### src/rtl/i2cs_pkg.sv
// Shared types for the I2C slave transmit controller.
// Assumes: 7-bit addressing, 8-bit data bytes.
package i2cs_pkg;
    typedef enum logic [3:0] {
        ST_IDLE,      // waiting for START
        ST_ADDR,      // shifting in address and direction bit
        ST_ADDR_ACK,  // matched, ack goes out at next SCL fall
        ST_ACK_DRV,   // ack on bus until the ninth SCL fall
        ST_HOLD_SEL,  // SCL stretched after selection
        ST_TX_BIT,    // shifting a byte out
        ST_TX_ACK,    // master acknowledge slot
        ST_HOLD_TEND, // SCL stretched after a byte
        ST_WAIT_STOP  // passive until STOP or repeated START
    } i2cs_state_t;
endpackage

### src/rtl/i2cs_line_sync.sv
// Two-line synchroniser and bus-condition detector.
// Does: brings SCL (index 0) and SDA (index 1) into the clock domain through
// STAGES flops, keeps one extra delayed copy and derives SCL edges and
// START/STOP. Assumes: lines idle high; reset loads ones everywhere.
module i2cs_line_sync #(
    parameter int STAGES = 2
) (
    input  logic       clk,
    input  logic       rst_n,
    input  logic [1:0] line_in,
    output logic       scl_lvl,
    output logic       sda_lvl,
    output logic       scl_rise,
    output logic       scl_fall,
    output logic       start_det,
    output logic       stop_det
);
    localparam int NLINES = 2;

    logic [NLINES-1:0] lvl;
    logic [NLINES-1:0] prev;

    for (genvar g = 0; g < NLINES; g++) begin : g_line
        logic [STAGES-1:0] chain;
        // Shift the pad level through the synchroniser chain.
        always_ff @(posedge clk) begin
            if (!rst_n) chain <= '1;
            else        chain <= {chain[STAGES-2:0], line_in[g]};
        end
        assign lvl[g] = chain[STAGES-1];
        // Keep the previous synchronised level for edge detection.
        always_ff @(posedge clk) begin
            if (!rst_n) prev[g] <= 1'b1;
            else        prev[g] <= lvl[g];
        end
    end

    assign scl_lvl   = lvl[0];
    assign sda_lvl   = lvl[1];
    assign scl_rise  = lvl[0] & ~prev[0];
    assign scl_fall  = ~lvl[0] & prev[0];
    assign start_det = lvl[0] & prev[0] & prev[1] & ~lvl[1];
    assign stop_det  = lvl[0] & prev[0] & ~prev[1] & lvl[1];
endmodule

### src/rtl/i2cs_hold_delay.sv
// SDA output hold-delay unit.
// Does: takes a requested SDA pull-low value on trig and applies it DLY
// clocks later; DLY = 0 applies it at the trig edge. clr releases SDA at once
// and cancels a pending change. Assumes: no new trig while busy.
module i2cs_hold_delay #(
    parameter int HOLD_W = 8
) (
    input  logic              clk,
    input  logic              rst_n,
    input  logic [HOLD_W-1:0] dly,
    input  logic              trig,
    input  logic              val,
    input  logic              clr,
    output logic              pull_low,
    output logic              busy
);
    localparam logic [HOLD_W-1:0] ONE = HOLD_W'(1);

    logic [HOLD_W-1:0] cnt;
    logic              pend;

    // Count down the hold delay and land the pending value at its end.
    always_ff @(posedge clk) begin
        if (!rst_n || clr) begin
            pull_low <= 1'b0;
            busy     <= 1'b0;
            cnt      <= '0;
            pend     <= 1'b0;
        end else if (trig) begin
            if (dly == '0) begin
                pull_low <= val;
            end else begin
                pend <= val;
                cnt  <= dly;
                busy <= 1'b1;
            end
        end else if (busy) begin
            cnt <= cnt - ONE;
            if (cnt == ONE) begin
                pull_low <= pend;
                busy     <= 1'b0;
            end
        end
    end

    // a delayed request makes the unit busy on the next clock.
    p_delay_busy_r12: assert property (@(posedge clk) disable iff (!rst_n)
        (trig && !clr && dly != '0) |=> busy);

    // when the count runs out the requested value appears on SDA.
    p_delay_land_r12: assert property (@(posedge clk) disable iff (!rst_n)
        (busy && !trig && !clr && cnt == ONE) |=> (pull_low == $past(pend) && !busy));
endmodule

### src/rtl/i2cs_tx_top.sv
// I2C slave transmit controller, top level.
// Does: address phase, acknowledge, clock stretching, byte transmission and
// flag handling for the read direction. Assumes: clk oversamples SCL so that
// one SCL low phase spans more than 4 + sda_hold_clks system clocks.
module i2cs_tx_top
    import i2cs_pkg::*;
#(
    parameter int HOLD_W      = 8,
    parameter int SYNC_STAGES = 2,
    parameter int ADDR_W      = 7,
    parameter int DATA_W      = 8
) (
    input  logic              clk,
    input  logic              rst_n,
    input  logic              scl_in,
    input  logic              sda_in,
    output logic              scl_pull_low,
    output logic              sda_pull_low,
    input  logic [ADDR_W-1:0] own_addr,
    input  logic              gen_call_en,
    input  logic              ack_en,
    input  logic [HOLD_W-1:0] sda_hold_clks,
    input  logic              tx_wr,
    input  logic [DATA_W-1:0] tx_data,
    input  logic              status_wr,
    output logic              irq_sel,
    output logic              irq_tx_end,
    output logic              irq_stop
);
    localparam int          CNT_W     = $clog2(DATA_W + 1);
    localparam logic [CNT_W-1:0] LAST_ADDR = CNT_W'(ADDR_W);
    localparam logic [CNT_W-1:0] FULL_BYTE = CNT_W'(DATA_W);
    localparam logic [CNT_W-1:0] CNT_ONE   = CNT_W'(1);

    logic scl_lvl, sda_lvl, scl_rise, scl_fall, start_det, stop_det;
    logic trig, tval, dly_busy, bus_evt;

    i2cs_state_t       state, state_d;
    logic [ADDR_W-1:0] sreg, sreg_d;
    logic [CNT_W-1:0]  bitcnt, bitcnt_d;
    logic [DATA_W-2:0] shreg, shreg_d;
    logic [DATA_W-1:0] txreg;
    logic              rw_q, rw_d, mack_q, mack_d;
    logic              rel_pend, rel_d, next_tx, ntx_d;
    logic              set_sel, set_tend, set_stop;
    logic              addr_hit, selected;

    i2cs_line_sync #(.STAGES(SYNC_STAGES)) u_sync (
        .clk       (clk),
        .rst_n     (rst_n),
        .line_in   ({sda_in, scl_in}),
        .scl_lvl   (scl_lvl),
        .sda_lvl   (sda_lvl),
        .scl_rise  (scl_rise),
        .scl_fall  (scl_fall),
        .start_det (start_det),
        .stop_det  (stop_det)
    );

    assign bus_evt = start_det | stop_det;

    i2cs_hold_delay #(.HOLD_W(HOLD_W)) u_hold (
        .clk      (clk),
        .rst_n    (rst_n),
        .dly      (sda_hold_clks),
        .trig     (trig),
        .val      (tval),
        .clr      (bus_evt),
        .pull_low (sda_pull_low),
        .busy     (dly_busy)
    );

    assign addr_hit = (sreg == own_addr) || (gen_call_en && sreg == '0);
    assign selected = (state != ST_IDLE) && (state != ST_ADDR);

    // Next-state and datapath decisions of the transfer sequencer.
    always_comb begin
        state_d  = state;
        sreg_d   = sreg;
        bitcnt_d = bitcnt;
        shreg_d  = shreg;
        rw_d     = rw_q;
        mack_d   = mack_q;
        rel_d    = rel_pend;
        ntx_d    = next_tx;
        trig     = 1'b0;
        tval     = 1'b0;
        set_sel  = 1'b0;
        set_tend = 1'b0;
        set_stop = 1'b0;
        if (start_det) begin
            state_d  = ST_ADDR;
            bitcnt_d = '0;
            rel_d    = 1'b0;
        end else if (stop_det) begin
            set_stop = selected;
            state_d  = ST_IDLE;
            rel_d    = 1'b0;
        end else begin
            unique case (state)
                ST_ADDR: if (scl_rise) begin
                    bitcnt_d = bitcnt + CNT_ONE;
                    if (bitcnt == LAST_ADDR) begin
                        rw_d    = sda_lvl;
                        state_d = (addr_hit && ack_en) ? ST_ADDR_ACK : ST_IDLE;
                    end else begin
                        sreg_d = {sreg[ADDR_W-2:0], sda_lvl};
                    end
                end
                ST_ADDR_ACK: if (scl_fall) begin
                    trig    = 1'b1;
                    tval    = 1'b1;
                    state_d = ST_ACK_DRV;
                end
                ST_ACK_DRV: if (scl_fall) begin
                    trig = 1'b1;
                    if (rw_q) begin
                        set_sel = 1'b1;
                        state_d = ST_HOLD_SEL;
                    end else begin
                        state_d = ST_WAIT_STOP;
                    end
                end
                ST_HOLD_SEL, ST_HOLD_TEND: begin
                    if (rel_pend) begin
                        if (!dly_busy) begin
                            rel_d    = 1'b0;
                            bitcnt_d = '0;
                            state_d  = next_tx ? ST_TX_BIT : ST_WAIT_STOP;
                        end
                    end else if (status_wr) begin
                        rel_d = 1'b1;
                        ntx_d = (state == ST_HOLD_SEL) || mack_q;
                        if ((state == ST_HOLD_SEL) || mack_q) begin
                            shreg_d = txreg[DATA_W-2:0];
                            trig    = 1'b1;
                            tval    = ~txreg[DATA_W-1];
                        end
                    end
                end
                ST_TX_BIT: begin
                    if (scl_rise) begin
                        bitcnt_d = bitcnt + CNT_ONE;
                    end else if (scl_fall) begin
                        trig = 1'b1;
                        if (bitcnt == FULL_BYTE) begin
                            state_d = ST_TX_ACK;
                        end else begin
                            tval    = ~shreg[DATA_W-2];
                            shreg_d = {shreg[DATA_W-3:0], 1'b0};
                        end
                    end
                end
                ST_TX_ACK: begin
                    if (scl_rise) begin
                        mack_d = ~sda_lvl;
                    end else if (scl_fall) begin
                        set_tend = 1'b1;
                        state_d  = ST_HOLD_TEND;
                    end
                end
                default: ;
            endcase
        end
    end

    // Register the sequencer state and its datapath.
    always_ff @(posedge clk) begin
        if (!rst_n) begin
            state    <= ST_IDLE;
            sreg     <= '0;
            bitcnt   <= '0;
            shreg    <= '0;
            rw_q     <= 1'b0;
            mack_q   <= 1'b0;
            rel_pend <= 1'b0;
            next_tx  <= 1'b0;
        end else begin
            state    <= state_d;
            sreg     <= sreg_d;
            bitcnt   <= bitcnt_d;
            shreg    <= shreg_d;
            rw_q     <= rw_d;
            mack_q   <= mack_d;
            rel_pend <= rel_d;
            next_tx  <= ntx_d;
        end
    end

    // Host-written transmit data register.
    always_ff @(posedge clk) begin
        if (!rst_n)     txreg <= '0;
        else if (tx_wr) txreg <= tx_data;
    end

    // Interrupt flags: set by events, cleared by any status write.
    always_ff @(posedge clk) begin
        if (!rst_n) begin
            irq_sel    <= 1'b0;
            irq_tx_end <= 1'b0;
            irq_stop   <= 1'b0;
        end else begin
            irq_sel    <= (irq_sel    & ~status_wr) | set_sel;
            irq_tx_end <= (irq_tx_end & ~status_wr) | set_tend;
            irq_stop   <= (irq_stop   & ~status_wr) | set_stop;
        end
    end

    assign scl_pull_low = (state == ST_HOLD_SEL) || (state == ST_HOLD_TEND);

    // SDA only moves while SCL is low, or when a bus condition clears it.
    p_sda_scl_low_r12: assert property (@(posedge clk) disable iff (!rst_n)
        (sda_pull_low != $past(sda_pull_low)) |-> (!$past(scl_lvl) || $past(bus_evt)));

    // a clock stretch begins only with a select or byte-end flag raised.
    p_stretch_flag_r2: assert property (@(posedge clk) disable iff (!rst_n)
        $rose(scl_pull_low) |-> (irq_sel || irq_tx_end));

    // STOP after selection raises the stop flag and frees the clock.
    p_stop_idle_r11: assert property (@(posedge clk) disable iff (!rst_n)
        (stop_det && selected) |=> (irq_stop && !scl_pull_low && state == ST_IDLE));

    // a status write with no concurrent event leaves all flags clear.
    p_flag_clear_r11: assert property (@(posedge clk) disable iff (!rst_n)
        (status_wr && !set_sel && !set_tend && !set_stop) |=> (!irq_sel && !irq_tx_end && !irq_stop));
endmodule

### config.mk
export PLATFORM = sky130hd
export DESIGN_NAME = i2cs_tx_top
export DESIGN_NICKNAME = d
export VERILOG_FILES = /design/src/rtl/i2cs_pkg.sv /design/src/rtl/i2cs_line_sync.sv /design/src/rtl/i2cs_hold_delay.sv /design/src/rtl/i2cs_tx_top.sv
export SDC_FILE = /design/constraint.sdc
export NUM_CORES = 1
export LEC_CHECK = 0
export BUFFER_PORTS_ARGS = -buffer_cell sky130_fd_sc_hd__clkbuf_2
export CAP_MARGIN = 10
export CORE_UTILIZATION = 46
export CTS_CLUSTER_SIZE = 16
export DETAILED_ROUTE_END_ITERATION = 6
export HOLD_SLACK_MARGIN = 0.06
export PLACE_DENSITY = 0.63
export SYNTH_ARGS = -nofsm -noshare
export SYNTH_HDL_FRONTEND = slang
export SYNTH_SLANG_ARGS = --single-unit
### constraint.sdc
create_clock -name clk -period 6.1 [get_ports clk]
set_clock_uncertainty 0.1 [all_clocks]
set_input_delay 0.61 -clock clk [delete_from_list [all_inputs] [get_ports clk]]
set_output_delay 0.61 -clock clk [all_outputs]
set_load 0.01 [all_outputs]
**After elaboration in Yosys (flattened, before gate mapping)**

Index checks and enable logic that the tools add are counted.

- Flip-flop bits (word level): 54
- Input port bits: 31
- Output and inout bits: 5
- Logic and storage cells: 193

- Add/sub/neg operators: 2
- Equality and inequality tests: 41
- Muxes and demuxes: 69
- Bitwise operators: 27
- Reduce and logical (&&, ||, !) cells: 33

Operator list:

| kind | count |
|---|---|
| $mux W4 | 16 |
| $ne A4 B4 Y1 const B | 11 |
| $mux W7 | 6 |
| $mux W1 | 38 |
| $ne A2 B2 Y1 const B | 16 |
| $mux W8 | 3 |
| $pmux W4 S6 | 1 |
| $reduce_and A12 Y1 | 2 |
| $eq A4 B3 Y1 const B | 5 |
| $reduce_and A5 Y1 | 4 |
| $pmux W7 S2 | 1 |
| $not A1 Y1 | 13 |
| $and A1 B1 Y1 | 10 |
| $reduce_and A9 Y1 | 1 |
| $eq A4 B2 Y1 const B | 2 |
| $eq A8 B1 Y1 const B | 1 |
| $logic_not A8 Y1 | 1 |
| $pmux W4 S2 | 1 |
| $reduce_bool A2 Y1 | 4 |
| $reduce_bool A8 Y1 | 1 |
| $reduce_or A2 Y1 | 4 |
| $sub A8 B1 Y8 const B | 1 |
| $eq A7 B7 Y1 | 1 |
| $logic_not A7 Y1 | 1 |
| 17 further kinds | 28 |

**Depth between registers and ports, before layout**

- Word-level depth: 10
- Gate-level depth with buffers: 8

**Cells and area by module**

From an unflattened synthesis, not the netlist that was laid out.

- Cells, all modules: 350
- Area total of the unflattened synthesis: 2,999.1 um2

By module, submodules not included:

| module | times used | cells an instance | area an instance (um2) | sequential area each (um2) |
|---|---|---|---|---|
| i2cs_tx_top | 1 | 242 | 2,123.3 | 740.7 |
| i2cs_hold_delay | 1 | 92 | 685.7 | 220.2 |
| i2cs_line_sync | 1 | 16 | 190.2 | 120.1 |

**Least setup slack after synthesis**

OpenSTA, ideal clock, no wires.

- Path type: input-to-reg
- Start point: input status_wr
- End point: register u_hold.cnt[7]
- Library setup time: 0.080 ns
- Arrival: 1.872 ns
- Required time: 5.920 ns
- Setup slack: 4.048 ns
- Cell stages on the path: 6
- Buffers on the path: 0
- Path through: nor2b_1 -> o2111ai_1 -> a211oi_4 -> a21oi_1 -> or3_1 -> a211oi_2

- Word-level cells in the longest chain between the ends: 7

RTL lines:

| element | RTL line | source |
|---|---|---|
| start: declaration | i2cs_tx_top.sv:25 | `input logic status_wr,` |
| $mux W1 * | i2cs_tx_top.sv:131 | `end else if (status_wr) begin` |
| $mux W1 * | i2cs_tx_top.sv:125 | `if (rel_pend) begin` |
| $pmux W1 S3 * | i2cs_tx_top.sv:100 | `unique case (state)` |
| $mux W1 * | i2cs_tx_top.sv:95 | `end else if (stop_det) begin` |
| $mux W1 * | i2cs_tx_top.sv:91 | `if (start_det) begin` |
| $ne A2 B2 Y1 (no source line) / $reduce_bool A2 Y1 (equally long branches) | -- |  |
| $reduce_and A2 Y1 (no source line) | -- |  |
| end signal: assignment | i2cs_hold_delay.sv:34 | `cnt <= dly;` |
| end signal: assignment | i2cs_hold_delay.sv:38 | `cnt <= cnt - ONE;` |
| end: declaration | i2cs_hold_delay.sv:19 | `logic [HOLD_W-1:0] cnt;` |

Every way passes the cells marked *; elsewhere a longest branch is shown, timed or not.
A chain may end at the register's enable or synchronous reset.

**Final worst setup path**

- Start point: register state[2]
- End point: register u_hold.cnt[7]

- Word-level cells in the longest chain between the ends: 10

RTL lines:

| element | RTL line | source |
|---|---|---|
| start: declaration | i2cs_tx_top.sv:38 | `i2cs_state_t state, state_d;` |
| start signal: assignment | i2cs_tx_top.sv:179 | `state <= state_d;` |
| $eq A4 B3 Y1 | i2cs_tx_top.sv:100, i2cs_tx_top.sv:134 |  |
| $logic_or A1 B1 Y1 | i2cs_tx_top.sv:134 | `if ((state == ST_HOLD_SEL) \|\| mack_q) begin` |
| $mux W1 | i2cs_tx_top.sv:134 |  |
| $mux W1 | i2cs_tx_top.sv:131 |  |
| $mux W1 | i2cs_tx_top.sv:125 |  |
| $pmux W1 S3 * | i2cs_tx_top.sv:100 |  |
| $mux W1 * | i2cs_tx_top.sv:95 |  |
| $mux W1 * | i2cs_tx_top.sv:91 |  |
| $ne A2 B2 Y1 (no source line) / $reduce_bool A2 Y1 (equally long branches) | -- |  |
| $reduce_and A2 Y1 (no source line) | -- |  |

Marked as above.

==> flow_summary.yaml <==
min_path:
  hold_path_depth: 1
  min_from: "u_sync.g_line[0].chain[0]$_SDFF_PN1_"
  min_to: "u_sync.g_line[0].chain[1]$_SDFF_PN1_"
  hp-class: "register to register"
layout:
  drive_gt1_frac: 0.135
  nNetsFinal: 397
  areaGrowthSynthToFinish_pct: 10.9
  nFillCells: 576
  n_antenna_cell: 0
  fin_util: 0.526
power_and_ir_drop:
  clkPwrFrac: 0.374
  ir_drop_v: 0.000138
  total_leakage_power_uw: 0.00121
  p_int_uw: 500
  switchingPower_uw: 153
  p_comb_frac: 0.070
  p_seq_frac: 0.556
  power.density_nw_per_um2: 209
  sw_frac_of_total: 0.234
sta:
  period_share: 0.478
  rsz0062_at_grt: "false"
  min_period_ns: 2.92
  max-slew-margin-rel: 0.402
  fin_tns_setup_ns: 0
  worstMarginPinSlew_ns: 0.894
  maxSlewViolCount: 0
  hold_viol: 0
  setup_violations: 0
  fmax_mhz: 343
floorplanning:
  rows: 28
  die-area_um2: 6420
  boundaryPins: 36
  die_h_um: 80.1
  die_w_um: 80.1
  core_um2: 5920
  initial_core_util: 0.474
route:
  viasPerCell: 5.42
  wl_per_cell_um: 13.5
  first_pass_iters: 4
  dr.first_iter.drc_count: 189
  routed-via-count: 2372
  wl_um: 5900
  drcViolationCount: 0
  ant_nets: 0
worst_setup_path:
  worstSetupPathType: "register to register"
  arrival_ns: 3.06
  crit_buf_inv: 0
  cp_slowest_cell: "a211oi_4"
  start_kind: "register"
  critical-path-max-stage-delay_ns: 0.82
  critPathTopFamily: "compound AO/OA/AOI/OAI gates"
  r2r_start: "state[2]$_SDFFE_PP0P_"
  path_max_fanout: 26
  path_cells: "nor4b_2, o2111ai_1, a211oi_4, a21oi_1, or3_1, a211oi_2"
  r2r_slack_ns: 3.18
  ff2ff_path_depth: 6
  required_ns: 6.24
  r2r-end: "u_hold.cnt[7]$_SDFFE_PP0P_"
  worst_setup_path_end_kind: "register"
global_routing:
  grt_usage: 0.203
  overflow: 0
  met1_usage: 0.293
  grt_pass1_vias: 2123
  grt_max_degree: 28
  grt_antenna_before_repair: 0
  use_met3: 0.0443
  global_route.usage.met2: 0.300
  grt_pass1_wl_um: 10100
  top_usage_layer: "met2"
clocking:
  cts_tree: "built"
  clkLatencyLatePin_ns: 0.31
  h-tree-depth: 2
  cts_root_buffer: "clkbuf_8"
  cts_resized: 0
  numClockSinks: 54
  holdBufCountCts: 0
  path_clk_slew_ns: 0.10
  clockBufferDepth: 2
  cts_buffers: 5
  postCtsSetupBuffers: 0
synthesis:
  synth_common_cells: "55 x nor2_1, 54 x dfxtp_1, 27 x a21oi_1, 26 x mux2i_1, 18 x nand2_1"
  synth_area_um2: 2810
  ys_seq_area_frac: 0.385
  synth_top_area_frac: 0.385
  synth.most_common_cell: "nor2_1"
  yosys.area.top_type: "dfxtp_1"
  yosys_most_used_dff: "dfxtp_1"
  syn_area_per_cell_um2: 8.36
  yosys-top-cells-area: "dfxtp_1 38%, mux2i_1 9.3%, nor2_1 7.3%"
  ys_async_sr_fraction: 0
  ys_ff_latch: 54
  yosysWarningCount: 0
  synth_edf_count: 0
  syn_inst: 336
  synth_nets: 371
  ys_types: 54
place:
  dp_hpwl_um: 4300
  port_buffers: 35
  gp_congestion: 0.842
run_status:
  status: "finished clean"
flow_run:
  drv_cap: 0
## kinds of logic after synthesis
kind of cell	after synthesis	synth area share
XOR/XNOR	11	0.0343
AND/OR/NAND/NOR	139	0.253
multiplexers	26	0.0927
adder cells (fa/ha/maj)	4	0.0178
flip-flops	54	0.385
AO/OA/AOI/OAI	74	0.172
buffers and inverters	28	0.0445
## state kept, by name, summed over array words and instances, names as in the netlist, 2 cells and up
register	flops
u_sync.prev	2
state	4
sreg	7
bitcnt	4
txreg	8
u_sync.g_line.chain	4
u_hold.cnt	8
shreg	7
## placed cells by master (no fill, tap or decap), drive strengths merged, types with 4 or more instances in the layout
| cell | n |
|---|---|
| xnor2 | 6 |
| nand2b | 12 |
| ha | 4 |
| xor2 | 5 |
| nor2b | 6 |
| nor2 | 55 |
| nand2 | 18 |
| dfxtp | 54 |
| o21ai | 14 |
| inv | 10 |
| a211oi | 12 |
| nor4 | 7 |
| or3 | 4 |
| a21oi | 27 |
| nand3 | 7 |
| clkbuf | 40 |
| mux2i | 26 |
| nand3b | 7 |
| nor3 | 7 |
## worst max path at each step
stage / start / end / slack [ns] / cells past startpoint
final: state[2]$_SDFFE_PP0P_ / u_hold.cnt[7]$_SDFFE_PP0P_ / 3.18 / 6
after global routing: state[2]$_SDFFE_PP0P_ / u_hold.cnt[7]$_SDFFE_PP0P_ / 2.91 / 6
after CTS: state[2]$_SDFFE_PP0P_ / u_hold.cnt[7]$_SDFFE_PP0P_ / 3.22 / 6
after detailed placement: state[2]$_SDFFE_PP0P_ / u_hold.cnt[7]$_SDFFE_PP0P_ / 3.24 / 6
after global placement: state[2]$_SDFFE_PP0P_ / u_hold.cnt[7]$_SDFFE_PP0P_ / 3.30 / 6
after floorplan: status_wr / u_hold.cnt[7]$_SDFFE_PP0P_ / 4.05 / 6
## metrics by stage
stage / cell area (um2) / worst slack, ns / hold WS [ns] / power (uW) / instances
floorplan: 2810 / 4.05 / 0.286 / 399 / 336
global placement: 3000 / 3.30 / 0.287 / 416 / 430
detailed placement: 3000 / 3.24 / 0.295 / 417 / 430
CTS: 3120 / 3.22 / 0.319 / 659 / 438
global route: 3120 / 2.91 / 0.344 / 683 / 438
finish: 3120 / 3.18 / 0.315 / 652 / 438
## layout make-up
class                           instances  area [um2]  area share
Multi-Input combinational cell        254        1600       0.514
Clock buffer                            5        68.8      0.0221
Timing Repair Buffer                   36         183      0.0586
Inverter                               11        41.3      0.0133
Tap cell                               75        93.8      0.0301
Sequential cell                        54        1080       0.347
Clock inverter                          3        45.0      0.0145
## power by group through the flow
stage | combinational (uW) | clock (uW) | sequential, uW
after floorplan | 30.5 | 0 | 369
after global placement | 45.4 | 0 | 371
after detailed placement | 46.1 | 0 | 371
after CTS | 46.3 | 250 | 363
after global routing | 51.2 | 267 | 364
final | 45.6 | 244 | 363
## per-layer routing
metal,vias to the layer above,routed length (um)
li1,1238,-
met1,1081,2960
met2,47,2580
met3,6,293
met4,0,67
met5,-,0
No activity file was read; power rests on OpenSTA's default activity.
